[config.mk]
export PLATFORM = sky130hd
export DESIGN_NAME = sst_word_tx
export DESIGN_NICKNAME = d
export VERILOG_FILES = /design/src/rtl/sst_pkg.sv /design/src/rtl/sst_ctrl.sv /design/src/rtl/sst_hold.sv /design/src/rtl/sst_done.sv /design/src/rtl/sst_word_tx.sv
export SDC_FILE = /design/constraint.sdc
export NUM_CORES = 1
export LEC_CHECK = 0
export BUFFER_PORTS_ARGS = -buffer_cell sky130_fd_sc_hd__buf_2
export CORE_AREA = 2 2 55 67
export DETAILED_ROUTE_END_ITERATION = 10
export DIE_AREA = 0 0 57 69
export PLACE_DENSITY = 0.71
export SETUP_SLACK_MARGIN = 0.5
export SLEW_MARGIN = 20
export SYNTH_ARGS = -nofsm -noshare
export SYNTH_HDL_FRONTEND = slang
export SYNTH_SLANG_ARGS = --single-unit
[constraint.sdc]
create_clock -name clk -period 1.3 [get_ports clk]
set_input_delay 0 -clock clk [delete_from_list [all_inputs] [get_ports clk]]
set_output_delay 0 -clock clk [all_outputs]
set_load 0.02 [all_outputs]
[src/rtl/sst_pkg.sv]
package sst_pkg;
  localparam int SST_DW_DEFAULT = 32;

  typedef enum logic {
    SST_IDLE = 1'b0,
    SST_BUSY = 1'b1
  } sst_state_e;
endpackage

[src/rtl/sst_ctrl.sv]
module sst_ctrl
  import sst_pkg::*;
(
  input  logic clk,
  input  logic rst_n,
  input  logic send,
  input  logic ready,
  output logic load,
  output logic fire,
  output logic valid,
  output logic last
);
  sst_state_e state_q;
  logic       last_q;

  // A beat leaves on an edge where the stage is busy and the consumer is ready.
  assign fire  = (state_q == SST_BUSY) && ready;
  // The stage takes a new word when it is empty or is emptying on this edge.
  assign load  = send && ((state_q == SST_IDLE) || fire);
  assign valid = (state_q == SST_BUSY);
  assign last  = last_q;

  always_ff @(posedge clk) begin
    if (!rst_n) begin
      state_q <= SST_IDLE;
      last_q  <= 1'b0;
    end else if (load) begin
      state_q <= SST_BUSY;
      last_q  <= 1'b1;
    end else if (fire) begin
      state_q <= SST_IDLE;
      last_q  <= 1'b0;
    end
  end
endmodule

[src/rtl/sst_hold.sv]
module sst_hold #(
  parameter int DW = 32
) (
  input  logic          clk,
  input  logic          rst_n,
  input  logic          load,
  input  logic [DW-1:0] din,
  output logic [DW-1:0] dout
);
  logic [DW-1:0] word_q;

  always_ff @(posedge clk) begin
    if (!rst_n)    word_q <= '0;
    else if (load) word_q <= din;
  end

  assign dout = word_q;
endmodule

[src/rtl/sst_done.sv]
module sst_done (
  input  logic clk,
  input  logic rst_n,
  input  logic fire,
  output logic pulse
);
  logic pulse_q;

  always_ff @(posedge clk) begin
    if (!rst_n) pulse_q <= 1'b0;
    else        pulse_q <= fire;
  end

  assign pulse = pulse_q;
endmodule

[src/rtl/sst_word_tx.sv]
module sst_word_tx
  import sst_pkg::*;
#(
  parameter int DW = SST_DW_DEFAULT
) (
  input  logic          clk,
  input  logic          rst_n,
  input  logic [DW-1:0] usr_word,
  input  logic          usr_send,
  output logic          usr_done,
  output logic [DW-1:0] st_tdata,
  output logic          st_tvalid,
  output logic          st_tlast,
  input  logic          st_tready
);
  logic load;
  logic fire;

  sst_ctrl u_ctrl (
    .clk   (clk),
    .rst_n (rst_n),
    .send  (usr_send),
    .ready (st_tready),
    .load  (load),
    .fire  (fire),
    .valid (st_tvalid),
    .last  (st_tlast)
  );

  sst_hold #(.DW(DW)) u_hold (
    .clk   (clk),
    .rst_n (rst_n),
    .load  (load),
    .din   (usr_word),
    .dout  (st_tdata)
  );

  sst_done u_done (
    .clk   (clk),
    .rst_n (rst_n),
    .fire  (fire),
    .pulse (usr_done)
  );
endmodule

### Yosys cells after proc, flatten, opt, wreduce, memory -nomap -nowiden

Cells that the tools add are included.

* output and inout port bits: 35
* bits in latches: 0
* bits in registers: 34
* word-level logic and storage cells: 10
* memories kept: 0
* input bits: 36
* memory bits (writable): 0
* memory bits (read-only): 0

* magnitude comparators: 0
* equality and inequality tests: 0
* $add $sub $neg: 0
* shifts and indexed selects: 0
* divide/modulo/power cells: 0
* reductions and logical operators: 4
* mux-type cells: 2
* bitwise gates (word level): 1
* $mul: 0

Operators with widths (number)
* logical AND 1 bit: 2
* 2-to-1 mux 1 bit: 2
* nonzero test 2 bit: 1
* logical OR 1 bit: 1
* NOT 1 bit: 1

### Logic depth before layout (Yosys ltp)

Gate-level depths: netlist of the first run.

* word-level depth: 4
* depth in mapped cells: 5
* depth with buffers taken out: 3

### By module

A second synthesis of the first run with hierarchy kept.

* cell total of the unflattened synthesis: 111
* area total of the unflattened synthesis: 1331.3 µm²

By module, submodules not included
* sst_hold: instances 1, seq. area each 640.6 µm², area each 1243.7 µm², cells each 103
* sst_ctrl: instances 1, seq. area each 20.0 µm², area each 61.3 µm², cells each 6
* sst_done: instances 1, seq. area each 20.0 µm², area each 26.3 µm², cells each 2

### Worst setup path before layout of the first run

No wires, ideal clock.

* kind: flip-flop to flip-flop
* from: register u_ctrl.state_q, in the netlist u_ctrl.valid
* to: register u_hold.word_q[0], in the netlist u_hold.dout[0]
* arrival: 1061 ps
* clock period less this slack: 1179 ps
* buffers on the path: 2
* path slack: 121 ps
* stages on the path, launching flop included: 6
* setup time: 118 ps
* data required time: 1182 ps
* path through: dfxtp_1 -> nor2b_4 -> nor2b_2 -> buf_6 -> buf_12 -> mux2i_1

* longest elaborated chain between the ends: 3
* elaborated cells on any way between the ends: 4
* those cells by class: 1 x bitwise; 3 x reduce/logical

RTL lines
* start: declaration: line sst_ctrl.sv:13 `sst_state_e state_q;`
* start signal: assignment: line sst_ctrl.sv:25 `state_q <= SST_IDLE;`
* start signal: assignment: line sst_ctrl.sv:28 `state_q <= SST_BUSY;`
* start signal: assignment: line sst_ctrl.sv:31 `state_q <= SST_IDLE;`
* logical AND 1 bit or NOT 1 bit (tied branches): line sst_ctrl.sv:17, sst_ctrl.sv:19
* logical OR 1 bit (*): line sst_ctrl.sv:19 `assign load = send && ((state_q == SST_IDLE) || fire);`
* logical AND 1 bit (*): line sst_ctrl.sv:19
* end signal: assignment: line sst_hold.sv:14 `else if (load) word_q <= din;`
* end: declaration: line sst_hold.sv:10 `logic [DW-1:0] word_q;`

Mark *: on every way between the ends. The rest lies on a longest branch, timed or not.
A chain may end at the register's enable or synchronous reset.

### Worst setup path in the final report of the first run

* from: register u_ctrl.state_q, in the netlist u_ctrl.valid
* to: register u_hold.word_q[12], in the netlist u_hold.dout[12]

The elaborated chain is that of the path after synthesis.

==> results of run 1 <==
==> stage by stage <==
step / hold WS [ns] / total power, uW / area, um^2 / utilization
floorplan: 0.124 / 1440 / 1390 / -
global placement: 0.237 / 1560 / 1740 / 0.531
detailed placement: 0.235 / 1570 / 1740 / 0.531
CTS: 0.0157 / 2430 / 2170 / 0.660
global route: 0.0440 / 2630 / 2380 / 0.724
finish: 0.0320 / 2520 / 2380 / 0.724
==> cell type report <==
cell class / count / area, um^2
timing repair buffer: 114 / 941
fill: 248 / 905
sequential: 34 / 691
multi-input combinational: 100 / 607
clock buffer: 7 / 86.3
tap: 37 / 46.3
clock inverter: 1 / 5.00
==> logic make-up (layout without fill, tap and decap cells) <==
logic type             after synthesis  after routing  synth area share
and+or+nand+nor                     67             67             0.194
DFF                                 34             34             0.490
muxes                               32             32             0.230
buffers and inverters               12            122            0.0801
AOI/OAI and AO/OA                    1              1           0.00540
==> routing by layer <==
| layer | GRT usage | vias up |
|---|---|---|
| li1 | - | 683 |
| met1 | 0.196 | 601 |
| met2 | 0.319 | 51 |
| met3 | 0.0469 | 11 |
| met4 | 0.0956 | 0 |
| met5 | 0 | - |
==> worst max path at each step <==
stage / end / slack [ns] / depth (start not counted)
floorplan: u_hold.dout[0]$_SDFFE_PN0P_ / 0.21 / 5
global placement: u_hold.dout[9]$_SDFFE_PN0P_ / 0.26 / 4
detailed placement: u_hold.dout[23]$_SDFFE_PN0P_ / 0.22 / 4
CTS: u_hold.dout[23]$_SDFFE_PN0P_ / 0.21 / 4
global route: u_hold.dout[12]$_SDFFE_PN0P_ / 0.11 / 5
finish: u_hold.dout[12]$_SDFFE_PN0P_ / 0.16 / 5
==> sequential cells by signal (all words and copies together), names as in the netlist <==
signal,cells
u_hold.dout,32
u_done.pulse,1
u_ctrl.valid,1
==> synthesized netlist by cell type <==
cell / number
buf_2: 5
buf_12: 3
dfxtp_1: 34
o21a_1: 1
clkbuf_1: 2
nor2b_2: 1
mux2i_1: 32
nor2b_4: 1
and3_2: 1
nand2_1: 64
buf_6: 1
buf_4: 1
==> placed cells by master (no fill, tap or decap) <==
cell type / n
buf_12: 3
buf_4: 30
dfxtp_2: 8
mux2i_1: 31
o21a_1: 1
mux2i_2: 1
clkbuf_1: 1
and3_2: 1
clkbuf_16: 3
dlygate4sd3_1: 33
buf_6: 4
clkinv_2: 1
clkbuf_8: 6
nand2_1: 64
buf_2: 41
nor2b_4: 2
dfxtp_1: 26
==> where the power goes <==
part	leakage [uW]	total, uW	switching, uW	internal, uW
Sequential	0.000283	1150	35.3	1110
Combinational	0.000846	574	260	314
Clock	0.0000482	798	371	427
Total	0.00118	2520	666	1850
==> timing repair <==
item                                    in CTS  in global routing
setup buffers                                0                  5
gates resized for setup                      1                 40
hold endpoints to repair                    33                  0
endpoints found under the setup margin      33                 60
hold buffers                                33                  0
gates cloned                                 0                  3
==> critical path: cells and delay by family, from the launching register on <==
| family | cells | cell delay, ns |
|---|---|---|
| flops | 1 | 0.32 |
| simple gates | 2 | 0.28 |
| buf+inv | 2 | 0.26 |
| mux | 1 | 0.21 |
==> summary.txt, run 1 <==
Synth
  – Mean Syn Cell Area: 9.52 um^2
  – Top post-synthesis cells by area: dfxtp_1 (49%), mux2i_1 (23%), nand2_1 (17%)
  – Sequential area share after synthesis: 0.490
  – Synth top area share: 0.490
  – Synth warn: 0
  – Syn Nets: 182
  – Mapped Cells: 146
  – Synth Cell Area: 1390 um^2
  – Count of different cell masters after synthesis: 12
  – Synth area leader: dfxtp_1
  – Yosys reg bits: 34

Pwr
  – Worst vdd ir: 882 uV
  – Leakage power: 0.00118 uW
  – Power Dens Cells: 1060 nW/um^2

Clock network
  – TritonCTS clock tree: yes
  – CTS Sinks: 34
  – Clk_lat worst skew: 0.28 ns
  – Clock slew at reported path FFs: 0.07 ns
  – TritonCTS buffer count: 5
  – Clock buffer depth: 2
  – Root Driver: clkbuf_8
  – H-tree levels: 2

GRT
  – Initial antenna violation count: 0
  – First-pass GRT wire length: 5.67 mm
  – Largest net degree at the start of global routing: 45
  – Global route overflow: 0
  – GRT Overall Usage: 0.182
  – Number of global-route vias before repair: 1287

Routing
  – Met2 Routed Length: 1.99 mm
  – DRT Wirelength: 3.78 mm
  – Residual DRC: 0
  – Initial DRC count: 42
  – Met1 Routed Length: 1.47 mm
  – WL/cell: 12.9 um
  – Vias: 1346
  – Initial DRT Pass Iterations: 6
  – Vias/cell: 4.59
  – Post-route ant nets: 0
  – Met3 WL: 213 um
  – Uppermost layer routed: met4

Placement
  – RD Place Congestion: 0.722
  – HPWL Detailed: 1.97 mm
  – PortBufs: 70
  – Post-place setup slack: 0.222 ns
  – DP Cell Count: 244

Final layout
  – Syn-to-layout area delta: 70.9%
  – Ant diodes: 0
  – Final net count: 291
  – Layout cells sized above 1: 0.391
  – Finished Layout Cells: 293

STA
  – Max Slew Vio Count: 0
  – FMAX: 879 MHz
  – Count of final hold-check violations: 0
  – Final Skew: 0.00404 ns
  – Setup-failing EPs final: 0
  – Min cycle time layout: 1.14 ns
  – Tcrit/Tclk final: 0.875
  – Max_slew headroom: 0.724
  – RSZ-0062 raised after global routing: yes
  – Post-route setup slack: 0.163 ns
  – Setup_tns: 0 ns
  – Worst Tran Pin Value: 0.414 ns

Die
  – Num rows: 23
  – Core box area: 3280 um^2
  – I/O pin count: 71
  – Die ar.: 3930 um^2
  – DIE WIDTH: 57 um
  – Initial Util: 0.424
  – Die Y: 69 um

Worst setup path
  – Crit path launch: u_ctrl.valid$_SDFFE_PN0P_
  – Slowest stage delay, CP: 0.32 ns
  – RR Endpoint: u_hold.dout[12]$_SDFFE_PN0P_
  – Arr. time, crit path: 1.34 ns
  – Crit path launch type: register
  – Cell mode on critical path: nor2b_4
  – Worst path required time: 1.50 ns
  – Worst-path cell chain: nor2b_4, nor2b_4, buf_6, buf_12, mux2i_2
  – Worst r2r path cells: 5
  – Crit-path max FO: 5
  – Critical Path Slowest Stage Cell: dfxtp_2
  – Reg-to-reg startpoint: u_ctrl.valid$_SDFFE_PN0P_
  – R2R setup slack: 0.16 ns
  – CP Capture Type: register
  – Critical path class: register to register

Status
  – Status: complete, no violations

Min path
  – Hold-critical path depth: 2
  – Hold Startpoint: st_tready
  – Worst Hold End: u_done.pulse$_SDFF_PN0_
  – Hold crit path type: primary input to register

Run
  – MaxCap Viol Count: 0
No activity file was read; power rests on OpenSTA's default activity.
==> inputs of run 2 (changes only) <==
- CORE_AREA: 2 2 55 67 -> 2 2 66 80
- DIE_AREA: 0 0 57 69 -> 0 0 68 82
- PLACE_DENSITY: 0.71 -> 0.51
==> run 2 against run 1 <==
Register-to-register slack better by 0.03 ns. Setup slack better by 0.030 ns. Design area up 1.7%. Maximum frequency up 2.7%. Critical endpoint is now u_hold.dout[10]$_SDFFE_PN0P_. Highest routed layer unchanged.
==> summary.txt, run 2 (synthesized netlist as in run 1, its figures left out) <==
Worst setup path
  – Crit path launch type: register
  – CP Capture Type: register
  – WP depth: 5
  – Crit path launch: u_ctrl.valid$_SDFFE_PN0P_
  – RR Endpoint: u_hold.dout[10]$_SDFFE_PN0P_
  – Critical Path Slowest Stage Cell: dfxtp_2
  – Critical path buffers and inverters: 2
  – Critical path class: register to register
  – R2R setup slack: 0.19 ns
  – CP delay by family, top: flip-flops
  – Worst-path cell chain: nor2b_4, nor2b_4, buf_12, clkbuf_16, mux2i_1
  – Cell mode on critical path: nor2b_4
  – Crit path to: u_hold.dout[10]$_SDFFE_PN0P_
  – Worst r2r path cells: 5
  – Slowest stage delay, CP: 0.32 ns
  – Arr. time, crit path: 1.32 ns
  – Reg-to-reg startpoint: u_ctrl.valid$_SDFFE_PN0P_
  – Crit-path max FO: 6
  – Worst path required time: 1.51 ns

GRT
  – Global route overflow: 0
  – First-pass GRT wire length: 5.10 mm
  – Number of global-route vias before repair: 1201
  – Initial antenna violation count: 0
  – Largest net degree at the start of global routing: 67
  – GRT Overall Usage: 0.122

STA
  – Tcrit/Tclk final: 0.852
  – Final Skew: 0.00449 ns
  – Count of final hold-check violations: 0
  – Max_slew headroom: 0.817
  – Setup-failing EPs final: 0
  – Setup_tns: 0 ns
  – Max Slew Vio Count: 0
  – Worst Tran Pin Value: 0.274 ns
  – Min cycle time layout: 1.11 ns
  – RSZ-0062 raised after global routing: yes
  – FMAX: 903 MHz
  – Hold Slack: 0.0307 ns

Clock network
  – TritonCTS clock tree: yes
  – Clock slew at reported path FFs: 0.07 ns
  – CTS Sinks: 34
  – Clock buffer depth: 2
  – Root Driver: clkbuf_8
  – TritonCTS buffer count: 5
  – H-tree levels: 2
  – Clk_lat worst skew: 0.28 ns

Final layout
  – Final net count: 289
  – Largest register FFs: 32
  – Most common cell after layout, fill and taps aside: nand2_1
  – Multi-input gate area: 607 um^2
  – Layout fillers: 447
  – Ant diodes: 0
  – Register area: 701 um^2
  – Most frequent cells in the layout: nand2_1 (64), buf_2 (39), dlygate4sd3_1 (33), mux2i_1 (31), buf_4 (30)
  – Layout cells sized above 1: 0.421
  – Syn-to-layout area delta: 73.9%

Placement
  – HPWL Detailed: 2.07 mm
  – RD Place Congestion: 0.682
  – PortBufs: 70

Die
  – Die Y: 82 um
  – Initial Util: 0.288
  – Core box area: 4830 um^2
  – DIE WIDTH: 68 um
  – Num rows: 28
  – Die ar.: 5580 um^2
  – I/O pin count: 71

Min path
  – Hold-critical path depth: 2
  – Hold crit path type: primary input to register

Routing
  – WL/cell: 11.8 um
  – Vias: 1329
  – Post-route ant nets: 0
  – Vias/cell: 4.23
  – Initial DRC count: 42
  – Initial DRT Pass Iterations: 4
  – DRT Wirelength: 3.71 mm
  – Residual DRC: 0

Run
  – MaxCap Viol Count: 0

Pwr
  – Leakage power: 0.00117 uW
  – Power Dens Cells: 1040 nW/um^2
  – Worst vdd ir: 452 uV

Status
  – Status: complete, no violations
-- run 2: changes by cell type in the layout (fill, tap and decap cells not counted), sizes merged --
cell	delta
buf	-2
clkinvlp	+1
clkbuf	-1
-- run 2: area by class of cell --
| cell class | instances | share of cell area |
|---|---|---|
| timing repair buffer | 112 | 0.389 |
| sequential | 34 | 0.290 |
| tap | 60 | 0.0311 |
| clock buffer | 6 | 0.0342 |
| multi-input combinational | 100 | 0.251 |
| clock inverter | 2 | 0.00518 |
-- run 2: layer usage --
| metal | routed length [um] | GRT usage | vias to the layer above |
|---|---|---|---|
| met3 | 174 | 0.0370 | 5 |
| li1 | - | - | 678 |
| met4 | 54 | 0.0600 | 0 |
| met1 | 1590 | 0.128 | 602 |
| met5 | 0 | 0 | - |
| met2 | 1890 | 0.217 | 44 |
-- run 2: what timing repair did --
action | in CTS | in global routing
setup buffers | 0 | 2
resized for setup | 6 | 46
cloned | 0 | 4
hold buffers | 33 | 0
hold endpoints to repair | 33 | 0
pin swaps | 0 | 0
endpoints found under the setup margin | 37 | 62
-- run 2: how the worst min path moves through the flow --
stage / to / start / slack [ns]
2_1_floorplan: u_ctrl.valid$_SDFFE_PN0P_ / usr_send / 0.12
3_3_place_gp: u_ctrl.valid$_SDFFE_PN0P_ / usr_send / 0.24
3_5_place_dp: u_ctrl.valid$_SDFFE_PN0P_ / usr_send / 0.24
4_1_cts: u_done.pulse$_SDFF_PN0_ / st_tready / 0.02
5_1_grt: u_done.pulse$_SDFF_PN0_ / st_tready / 0.03
6_report: u_done.pulse$_SDFF_PN0_ / st_tready / 0.03
-- run 2: metrics by stage --
stage	setup WS [ns]	cells	util	area, um^2	power, uW
detailed placement	0.178	267	0.364	1760	1570
global placement	0.208	267	0.364	1760	1560
floorplan	0.213	146	-	1390	1440
global route	0.142	314	0.500	2420	2660
finish	0.192	314	0.500	2420	2520
CTS	0.200	308	0.455	2200	2460
-- run 2: report_power, final --
group | switching, uW | leakage (uW) | internal (uW) | total [uW]
clock | 372 | 0.0000472 | 425 | 797
sequential | 35.1 | 0.000286 | 1120 | 1150
combinational | 259 | 0.000839 | 315 | 573
==> inputs of run 3 (changes only) <==
- CORE_AREA: 2 2 66 80 -> 2 2 64 78
- DIE_AREA: 0 0 68 82 -> 0 0 66 80
- PLACE_DENSITY: 0.51 -> 0.54
- SYNTH_HIERARCHICAL: unset -> 1
- clock period: 1.3 -> 1 ns (I/O delays scaled with it)
==> run 3 against run 2 <==
The run now ends with negative hold slack, negative setup slack left. Largest cell class is now sequential cells. Combinational power grew 17%. Highest routed layer unchanged. Register-to-register slack lost 0.43 ns. Setup slack lost 0.43 ns. Routed wire length shrank 16%. First-iteration DRC count shrank 57%. Critical endpoint is now u_hold/dout[9]$_SDFFE_PN0P_. Die area shrank 5.3%. Global-route usage is essentially flat. Power grew 28%. Synthesized area shrank 4.2%. Critical path type unchanged. Non-clock buffer count shrank 35.
==> summary.txt, run 3 <==
Status
  – Status: finished, violations left
  – Failing checks: negative hold slack, negative setup slack

Min path
  – Hold crit path type: primary input to register

Synth
  – Compound-cell area share of the yosys netlist: 0.00564
  – Synth area leader: dfxtp_1
  – Post-synthesis mux area share: 0.241
  – Synth top area share: 0.511
  – Post-Synth Adder-Cell Area: 0
  – Synth warn: 6
  – Syn Nets: 147
  – Top post-synthesis cells by area: dfxtp_1 (51%), mux2i_1 (24%), nor2b_1 (16%)
  – Largest family of logic cells by synthesized area: multiplexers
  – Count leader, synth: dfxtp_1
  – Top FF cell, synth: dfxtp_1
  – Synth Area in Simple Gates: 0.175
  – EDFF count, synth: 0
  – Mapped Cells: 111
  – Synth Cell Area: 1330 um^2
  – Mean Syn Cell Area: 12.0 um^2
  – Async set-reset flop share out of synthesis: 0
  – Sequential area share after synthesis: 0.511
  – XOR/XNOR Fraction of Synth Area: 0
  – Yosys reg bits: 34
  – Count of different cell masters after synthesis: 10
  – Commonest cells post-synth: dfxtp_1 (34), nor2b_1 (33), mux2i_1 (32)

Die
  – Num rows: 27
  – I/O pin count: 71
  – Core box area: 4530 um^2
  – Die Y: 80 um
  – Initial Util: 0.294
  – DIE WIDTH: 66 um
  – Die ar.: 5280 um^2

Worst setup path
  – Critical Path Slowest Stage Cell: dfxtp_2
  – Arr. time, crit path: 1.41 ns
  – Crit-path max FO: 6
  – Crit path launch: u_ctrl/last$_SDFFE_PN0P_
  – CP delay by family, top: flip-flops
  – Worst-path cell chain: nor2b_4, nor2b_4, buf_12, buf_6, mux2i_2, nor2b_1
  – Crit path to: u_hold/dout[9]$_SDFFE_PN0P_
  – Worst path required time: 1.17 ns
  – Cell mode on critical path: nor2b_4
  – Slowest stage delay, CP: 0.32 ns
  – Crit path launch type: register
  – Critical path buffers and inverters: 2
  – R2R setup slack: -0.24 ns
  – Critical path class: register to register
  – WP depth: 6
  – RR Endpoint: u_hold/dout[9]$_SDFFE_PN0P_
  – CP Capture Type: register
  – Worst r2r path cells: 6
  – Reg-to-reg startpoint: u_ctrl/last$_SDFFE_PN0P_

Routing
  – WL/cell: 12.7 um
  – Vias: 1026
  – DRT Wirelength: 3.13 mm
  – Initial DRC count: 18
  – Residual DRC: 0
  – Initial DRT Pass Iterations: 3
  – Post-route ant nets: 0
  – Vias/cell: 4.17

STA
  – Max Slew Vio Count: 0
  – Post-route setup slack: -0.236 ns
  – Worst Tran Pin Value: 0.436 ns
  – Setup-failing EPs final: 32
  – Min cycle time layout: 1.24 ns
  – Count of final hold-check violations: 26
  – RSZ-0062 raised after global routing: yes
  – Max_slew headroom: 0.709
  – Tcrit/Tclk final: 1.24
  – Setup_tns: -6.26 ns
  – Final Skew: 0.00653 ns
  – FMAX: 809 MHz
  – Hold Slack: -0.0331 ns

Placement
  – RD Place Congestion: 0.664
  – HPWL Detailed: 2.21 mm
  – DP Cell Count: 235
  – PortBufs: 70
  – Post-place setup slack: -0.224 ns

Final layout
  – Post-Route Utilization: 0.478
  – Largest register FFs: 32
  – Final net count: 223
  – Layout fillers: 441
  – Register area: 723 um^2
  – Syn-to-layout area delta: 62.5%
  – Finished Layout Cells: 246
  – Ant diodes: 0
  – Multi-input gate area: 579 um^2
  – Layout cells sized above 1: 0.660
  – Most frequent cells in the layout: buf_6 (36), buf_2 (35), dfxtp_2 (34), nor2b_1 (32), mux2i_1 (29)
  – Most common cell after layout, fill and taps aside: buf_6

Clock network
  – Clock slew at reported path FFs: 0.07 ns
  – CTS Sinks: 34
  – Root Driver: clkbuf_8
  – TritonCTS clock tree: yes
  – H-tree levels: 2
  – Clk_lat worst skew: 0.28 ns
  – TritonCTS buffer count: 5
  – Clock buffer depth: 2

GRT
  – Largest net degree at the start of global routing: 35
  – Number of global-route vias before repair: 1108
  – Global route overflow: 0
  – First-pass GRT wire length: 4.80 mm
  – Initial antenna violation count: 0
  – GRT Overall Usage: 0.122

Pwr
  – Sw Share: 0.258
  – Comb pwr share: 0.208
  – Flop pwr share: 0.470
  – Power Dens Cells: 1490 nW/um^2
  – Leakage power: 0.000991 uW
  – Cell Int Power: 2390 uW
  – Clock power frac: 0.322
  – Total power: 3230 uW
  – Worst vdd ir: 740 uV
  – P_sw: 833 uW

Run
  – MaxCap Viol Count: 0
## run 3: power groups by stage
stage / sequential [uW] / clock [uW] / combinational [uW]
6_report: 1520 / 1040 / 670
5_1_grt: 1520 / 1150 / 716
4_1_cts: 1510 / 1080 / 624
3_5_place_dp: 1510 / 0 / 522
3_3_place_gp: 1500 / 0 / 503
2_1_floorplan: 1610 / 0 / 240
## run 3: logic make-up (layout without fill, tap and decap cells)
logic type      count (synthesis)  in the layout
simple gates                   36             36
buf+inv                         8             85
flops                          34             34
compound gates                  1              1
mux                            32             32
## run 3: cell type report
type | instances | area share
well taps | 58 | 0.0335
multi-input cells | 69 | 0.268
clock inverters | 2 | 0.00578
repair buffers | 77 | 0.320
flip-flops and latches | 34 | 0.334
clock buffers | 6 | 0.0382
## run 3: worst min path at each step
stage,start,end,slack (ns),depth (start not counted)
after floorplan,rst_n,u_ctrl/last$_SDFFE_PN0P_,0.12,1
after global placement,usr_send,u_ctrl/last$_SDFFE_PN0P_,0.23,2
after CTS,usr_send,u_ctrl/last$_SDFFE_PN0P_,-0.06,2
after global routing,usr_send,u_ctrl/last$_SDFFE_PN0P_,-0.03,2
after detailed placement,usr_send,u_ctrl/last$_SDFFE_PN0P_,0.23,2
final,usr_word[26],u_hold/dout[26]$_SDFFE_PN0P_,-0.03,3
## run 3: layer usage
layer,vias to the layer above,GRT usage,wire length [um],share of wire
met5,-,0,0,0
met4,0,0.0490,54,0.017
met2,40,0.231,1730,0.55
li1,512,-,-,-
met1,468,0.109,1110,0.35
met3,6,0.0550,238,0.076
## run 3: worst register-to-register path, stage by stage, from the launching register on
cell	delay, ns
dfxtp_2	0.32
nor2b_4	0.13
nor2b_4	0.12
buf_12	0.13
buf_6	0.14
mux2i_2	0.22
nor2b_1	0.07
## run 3: through the flow
step	hold slack (ns)	cell area [um^2]
CTS	-0.0594	2070
global route	-0.0255	2160
finish	-0.0331	2160
detailed placement	0.235	1720
floorplan	0.117	1330
global placement	0.229	1720
## run 3: timing repair
item                                   CTS  global route
gates cloned                             0             2
resized for setup                      103             6
pin swaps                                1             1
endpoints found under the hold margin   28            12
setup endpoints to repair               69            69
buffers inserted                         0             1
